==> config.mk <==
export PLATFORM = sky130hd
export DESIGN_NAME = irq_status_ctl
export DESIGN_NICKNAME = d
export VERILOG_FILES = /design/src/rtl/irq_status_pkg.sv /design/src/rtl/irq_read_window.sv /design/src/rtl/irq_flag_bank.sv /design/src/rtl/irq_line_gen.sv /design/src/rtl/irq_status_ctl.sv
export SDC_FILE = /design/constraint.sdc
export NUM_CORES = 1
export LEC_CHECK = 0
export BUFFER_PORTS_ARGS = -buffer_cell sky130_fd_sc_hd__buf_2
export CORE_ASPECT_RATIO = 1.25
export CORE_UTILIZATION = 58
export DETAILED_ROUTE_END_ITERATION = 10
export PLACE_DENSITY = 0.93
export RECOVER_POWER = 50
export SYNTH_ARGS = -nofsm -noshare
export SYNTH_HDL_FRONTEND = slang
export SYNTH_SLANG_ARGS = --single-unit
export TNS_END_PERCENT = 50
==> constraint.sdc <==
create_clock -name clk -period 2.6 [get_ports clk]
set_clock_uncertainty 0.1 [all_clocks]
set_input_delay 0.39 -clock clk [delete_from_list [all_inputs] [get_ports clk]]
set_output_delay 0.39 -clock clk [all_outputs]
set_load 0.01 [all_outputs]
==> src/rtl/irq_status_pkg.sv <==
package irq_status_pkg;
  localparam int FLAG_W = 8;
  typedef logic [FLAG_W-1:0] flag_vec_t;

  // Request is active when any flag meets its enable bit.
  function automatic logic req_active(input flag_vec_t flags, input flag_vec_t mask);
    return |(flags & mask);
  endfunction

  // Value of status when the read window closes.
  function automatic flag_vec_t merge_back(input flag_vec_t held, input flag_vec_t fresh);
    return held | fresh;
  endfunction
endpackage

==> src/rtl/irq_read_window.sv <==
module irq_read_window (
  input  logic clk,
  input  logic rst_n,
  input  logic cmd_done_i,
  input  logic data_done_i,
  output logic busy_o,
  output logic acc_cmd_o,
  output logic acc_data_o
);
  logic busy_q;

  // A command strobe only counts while idle; a data strobe only while busy.
  assign acc_cmd_o  = cmd_done_i & ~busy_q;
  assign acc_data_o = data_done_i & busy_q;
  assign busy_o     = busy_q;

  always_ff @(posedge clk or negedge rst_n) begin
    if (!rst_n)          busy_q <= 1'b0;
    else if (acc_cmd_o)  busy_q <= 1'b1;
    else if (acc_data_o) busy_q <= 1'b0;
  end
endmodule

==> src/rtl/irq_flag_bank.sv <==
module irq_flag_bank
  import irq_status_pkg::*;
#(
  parameter int PWRUP_BIT = 6
) (
  input  logic      clk,
  input  logic      rst_n,
  input  flag_vec_t evt_i,
  input  logic      busy_i,
  input  logic      take_i,
  input  logic      merge_i,
  output flag_vec_t status_o,
  output flag_vec_t pend_o,
  output flag_vec_t snap_o
);
  flag_vec_t merged;
  assign merged = merge_back(pend_o, evt_i);

  for (genvar i = 0; i < FLAG_W; i++) begin : g_bit
    localparam logic RST_VAL = (i == PWRUP_BIT);
    logic st_q, pd_q, sn_q;

    always_ff @(posedge clk or negedge rst_n) begin
      if (!rst_n) begin
        st_q <= RST_VAL;
        pd_q <= 1'b0;
        sn_q <= 1'b0;
      end else if (take_i) begin
        sn_q <= st_q;
        st_q <= 1'b0;
        pd_q <= evt_i[i];
      end else if (merge_i) begin
        st_q <= merged[i];
        pd_q <= 1'b0;
      end else if (busy_i) begin
        pd_q <= pd_q | evt_i[i];
      end else begin
        st_q <= st_q | evt_i[i];
      end
    end

    assign status_o[i] = st_q;
    assign pend_o[i]   = pd_q;
    assign snap_o[i]   = sn_q;
  end
endmodule

==> src/rtl/irq_line_gen.sv <==
module irq_line_gen
  import irq_status_pkg::*;
(
  input  logic      clk,
  input  logic      rst_n,
  input  logic      en_wr_i,
  input  flag_vec_t en_data_i,
  input  flag_vec_t status_i,
  input  logic      busy_i,
  output flag_vec_t enable_o,
  output logic      irq_n_o
);
  flag_vec_t en_q;

  always_ff @(posedge clk or negedge rst_n) begin
    if (!rst_n)       en_q <= '0;
    else if (en_wr_i) en_q <= en_data_i;
  end

  assign enable_o = en_q;
  assign irq_n_o  = busy_i | ~req_active(status_i, en_q);
endmodule

==> src/rtl/irq_status_ctl.sv <==
module irq_status_ctl
  import irq_status_pkg::*;
#(
  parameter int PWRUP_BIT = 6
) (
  input  logic             clk,
  input  logic             rst_n,
  input  logic [FLAG_W-1:0] evt_i,
  input  logic             en_wr_i,
  input  logic [FLAG_W-1:0] en_data_i,
  input  logic             cmd_done_i,
  input  logic             data_done_i,
  output logic [FLAG_W-1:0] rd_byte_o,
  output logic             irq_n_o
);
  logic      busy, acc_cmd, acc_data;
  flag_vec_t status_q, pend_q, enable_q;

  irq_read_window i_win (
    .clk(clk), .rst_n(rst_n),
    .cmd_done_i(cmd_done_i), .data_done_i(data_done_i),
    .busy_o(busy), .acc_cmd_o(acc_cmd), .acc_data_o(acc_data)
  );

  irq_flag_bank #(.PWRUP_BIT(PWRUP_BIT)) i_flags (
    .clk(clk), .rst_n(rst_n), .evt_i(evt_i), .busy_i(busy),
    .take_i(acc_cmd), .merge_i(acc_data),
    .status_o(status_q), .pend_o(pend_q), .snap_o(rd_byte_o)
  );

  irq_line_gen i_line (
    .clk(clk), .rst_n(rst_n), .en_wr_i(en_wr_i), .en_data_i(en_data_i),
    .status_i(status_q), .busy_i(busy), .enable_o(enable_q), .irq_n_o(irq_n_o)
  );
endmodule

Yosys cells after proc, flatten, opt, wreduce, memory -nomap -nowiden
Cells that the tools add are included.

Bitwise operators: 23. Muxes and demuxes: 50. Reductions and logical operators: 3. Equal/unequal tests: 1.

Operator list (count): 1-bit two-way mux (50); 1-bit bitwise OR (17); 8-bit bitwise AND (1); 8-bit bitwise OR (1); 8-bit OR reduction (1); 3-bit inequality test, second input constant (1); 3-bit nonzero test (1); 1-bit bitwise AND (2); 1-bit NOT (2); 2-bit nonzero test (1).

Output and inout bits: 9. Input port bits: 21. Register bits after elaboration: 33. Logic and storage cells: 103.

Logic depth before layout (Yosys ltp)
Depth in word-level cells: 4. Gate-level depth with buffers: 5.

By module
From an unflattened synthesis, not the netlist that was laid out.

Cells, all modules: 139. Area, all modules: 1701.6 um2.

By module, submodules not included: irq_flag_bank (cells each 112, times used 1, sequential area each 601.8 um2, area each 1278.7 um2); irq_line_gen (cells each 22, times used 1, sequential area each 200.2 um2, area each 371.6 um2); irq_read_window (cells each 5, times used 1, sequential area each 25.0 um2, area each 51.3 um2).

Worst setup path before layout
Ideal clock, no wire load.

Kind: register to output. Start point: register i_win.busy_q, in the netlist i_win.busy_o. End point: output irq_n_o. Stages on the path, launching flop included: 4. Path slack: 1196 ps. Required time: 2110 ps. Data arrival time: 914 ps. Path through: dfrtp_1 > buf_6 > clkbuf_1 > a41o_1.

Word-level cells in the longest chain between the ends: 1.

RTL lines: from (decl) (line irq_read_window.sv:10) `logic busy_q;`; from (signal assigned) (line irq_read_window.sv:18) `if (!rst_n) busy_q <= 1'b0;`; from (signal assigned) (line irq_read_window.sv:19) `else if (acc_cmd_o) busy_q <= 1'b1;`; from (signal assigned) (line irq_read_window.sv:20) `else if (acc_data_o) busy_q <= 1'b0;`; 1-bit bitwise OR (line irq_line_gen.sv:21) `assign irq_n_o = busy_i | ~req_active(status_i, en_q);`; to (decl) (line irq_status_ctl.sv:14) `output logic irq_n_o`.

Every way passes these cells.

Final worst setup path
Start point: register i_flags.g_bit[6].st_q. End point: output irq_n_o.

Word-level cells in the longest chain between the ends: 4.

RTL lines: from (decl) (line irq_flag_bank.sv:21) `logic st_q, pd_q, sn_q;`; from (signal assigned) (line irq_flag_bank.sv:33) `st_q <= merged[i];`; from (signal assigned) (line irq_flag_bank.sv:38) `st_q <= st_q | evt_i[i];`; 8-bit bitwise AND (line irq_status_pkg.sv:7) `return |(flags & mask);`; 8-bit OR reduction (line irq_status_pkg.sv:7); 1-bit NOT (line irq_line_gen.sv:21); 1-bit bitwise OR (line irq_line_gen.sv:21).

Every way passes these cells.

==> results.sh <==
export IMPL_syn_area_per_cell_sq_um=10.84
export IMPL_crit_path_max_fanout=4
export IMPL_firstDrtPassIters=4
export IMPL_synth_ff_latch_count=33
export IMPL_setup_violations=0
export IMPL_start_util_pct=63.47
export IMPL_clock_fmax_ghz=0.5304
export IMPL_rows=20
export IMPL_vias_per_cell=5.752
export IMPL_h_tree_depth=2
export IMPL_cp_arrival_ns=1.40
export IMPL_portBuffers=29
export IMPL_timing_final_ws_setup_ns=0.7147
export IMPL_maxUsedRoutingLayer="met4"
export IMPL_routedWlPerCell_microns=14.84
export IMPL_start_kind="flop"
export IMPL_cp_required_ns=2.11
export IMPL_slew_headroom_pct=52.52
export IMPL_path_buf_inv=1
export IMPL_drtIter0Drc=33
export IMPL_grt_first_pass_wirelength_microns=5230
export IMPL_gp_congestion=0.7528
export IMPL_ios=30
export IMPL_cts_tree="yes"
export IMPL_num_nets_final=189
export IMPL_via_count=1162
export IMPL_slew_viol_final=0
export IMPL_insertion_delay_ns=0.35
export IMPL_cp_cell_sequence="a22oi_1 -> a41o_1 -> buf_2"
export IMPL_cts_clk_slew_worst_paths_ns=0.09
export IMPL_maxCapViolations=0
export IMPL_crit_type="flop to primary output"
export IMPL_tightest_slew_ns=0.7121
export IMPL_final_layout_size_suffix_gt1_share_pct=31.95
export IMPL_postSynthCellCount=148
export IMPL_final_hold_violation_count=0
export IMPL_routed_wl_microns=2997
export IMPL_timing_final_crit_share_pct=72.51
export IMPL_dp_hpwl_microns=2213
export IMPL_hold_class="primary input to flop"
export IMPL_synth_area_sq_um=1604
export IMPL_synth_top_area_share_pct=49.92
export IMPL_p_leak_nw=0.8350
export IMPL_ys_seq_area_share_pct=51.56
export IMPL_yosysWarnings=0
export IMPL_post_cts_buffers=0
export IMPL_grt_overflow_total=0
export IMPL_wl_met2_microns=1516
export IMPL_syn2layout_area_growth_pct=7.800
export IMPL_dp_slack_ns=1.063
export IMPL_drcViolationCount=0
export IMPL_cts_resized=0
export IMPL_outcome="finished, final reports clean"
export IMPL_yosys_top_cells_area="dfrtp_1 50%, mux2_2 11%, nor2_1 6.1%, nor3_1 5.0%, a211oi_1 3.7%"
export IMPL_cts_root_buf="clkbuf_4"
export IMPL_fin_tns_setup_ns=0
export IMPL_slowest_stage="dfstp_2"
export IMPL_path_delay_family="flip-flops"
export IMPL_antennaDiodeCount=0
export IMPL_rsz0062_at_grt="no"
export IMPL_die_h_microns=60.80
export IMPL_grt_pass1_vias=1153
export IMPL_timing_final_crit_period_ns=1.885
export IMPL_dieArea_sq_um=2981
export IMPL_max_clock_path_buffers=2
export IMPL_ir_drop_mv=0.5668
export IMPL_antenna_found_initial=0
export IMPL_slowest_delay_ns=0.58
export IMPL_die_x_microns=49.04
export IMPL_grt_max_degree=34
export IMPL_grtUsageTotal_pct=23.95
export IMPL_synth_distinct_cells=20
export IMPL_syn_num_nets=169
export IMPL_core_sq_um=2527
export IMPL_end_kind="primary output"
export IMPL_route_met3_wl_microns=141
export IMPL_ant_nets=0
export IMPL_clkSinkCount=33
export IMPL_wl_met1_microns=1312
export IMPL_power_density_nw_per_um2=797.1
export IMPL_cts_buffers_inserted=5
export IMPL_synth_area_leader_cell="dfrtp_1"
## sequential cells by signal, indices dropped and copies added (netlist names)
name	cells
i_win.busy_o	1
i_flags.g_bit.sn_q	8
i_flags.g_bit.pd_q	8
i_line.enable_o	8
i_flags.g_bit.st_q	8
## cell families after synthesis
kind of cell	share of synthesized area, %
AO/OA/AOI/OAI	12.48
buffers and inverters	8.580
flip-flops	51.56
multiplexers	11.47
AND/OR/NAND/NOR	15.91
## cells in the mapped netlist
library cell  instances
nor2_1               26
dfstp_2               1
buf_4                 8
a22oi_1               4
nor2b_1               2
mux2_2               15
buf_2                 5
clkbuf_1              1
mux2_4                1
and2_1                1
nor3_1               16
buf_6                 3
dfrtp_1              32
and2b_1               6
a21oi_1               8
buf_8                 1
nand2b_4              1
a211oi_1              8
a21o_1                8
a41o_1                1
## per-stage QoR
stage	utilization [%]	power, W	hold WS (ns)	instances	instance area [sq um]
after detailed placement	65.69	0.001088	0.3687	193	1660
after CTS	68.42	0.001385	0.1753	202	1729
final	68.42	0.001378	0.1872	202	1729
after global placement	65.69	0.001060	0.3645	193	1660
after global routing	68.42	0.001455	0.1829	202	1729
after floorplan	-	0.001023	-0.005591	148	1604
## cell type report
type                       instances  area, sq um
clock buffer                       8        58.81
tap                               33        41.29
fill                             200        798.3
multi-input combinational         97        639.4
sequential                        33        827.0
timing repair buffer              31        162.7
## layout by cell type, fill, tap and decap left out
master | synthesis | routed
a211oi_1 | 8 | 8
a21o_1 | 8 | 8
a21oi_1 | 8 | 8
a22oi_1 | 4 | 4
a41o_1 | 1 | 1
and2_1 | 1 | 1
and2b_1 | 6 | 6
buf_2 | 5 | 29
buf_4 | 8 | 1
clkbuf_1 | 1 | 2
clkbuf_4 | 0 | 5
clkbuf_8 | 0 | 1
dfrtp_1 | 32 | 32
dfstp_2 | 1 | 1
dlygate4sd3_1 | 0 | 1
mux2_2 | 15 | 15
mux2_4 | 1 | 1
nand2b_4 | 1 | 1
nor2_1 | 26 | 26
nor2b_1 | 2 | 2
nor3_1 | 16 | 16
## layer usage
metal / vias to the layer above / GRT usage, %
met4: 0 / 8.403
met3: 2 / 6.266
li1: 552 / -
met2: 30 / 44.05
met1: 578 / 27.35
met5: - / 0
## timing repair
| action | 4_1_cts | 5_1_grt |
|---|---|---|
| setup endpoints to repair | 0 | 0 |
| hold buffers | 1 | 0 |
| endpoints found under the hold margin | 9 | 0 |
## report_power, final
| part | internal [W] | leakage, nW | switching (W) |
|---|---|---|---|
| sequential | 0.000634 | 0.394 | 0.0000986 |
| clock | 0.000133 | 0.0326 | 0.000165 |
| combinational | 0.000180 | 0.409 | 0.000167 |
| total | 0.000948 | 0.835 | 0.000431 |
## path summary, 6_finish.rpt
kind                       cells past startpoint                         startpoint                                 to  slack (ns)
hold / removal                                 2                       en_data_i[0]     i_line.enable_o[0]$_DFFE_PN0P_        0.19
setup / recovery                               3  i_flags.g_bit[6].st_q$_DFFE_PN1P_                            irq_n_o        0.71
max in group asynchronous                      2                              rst_n     i_line.enable_o[0]$_DFFE_PN0P_        1.41
setup reg to reg                               2           i_win.busy_o$_DFFE_PN0P_  i_flags.g_bit[6].sn_q$_DFFE_PN0P_        1.04
hold reg to reg                                1     i_line.enable_o[1]$_DFFE_PN0P_     i_line.enable_o[1]$_DFFE_PN0P_        0.41
min in group asynchronous                      2                              rst_n  i_flags.g_bit[3].sn_q$_DFFE_PN0P_        0.52
(Power assumes the default switching activity.)
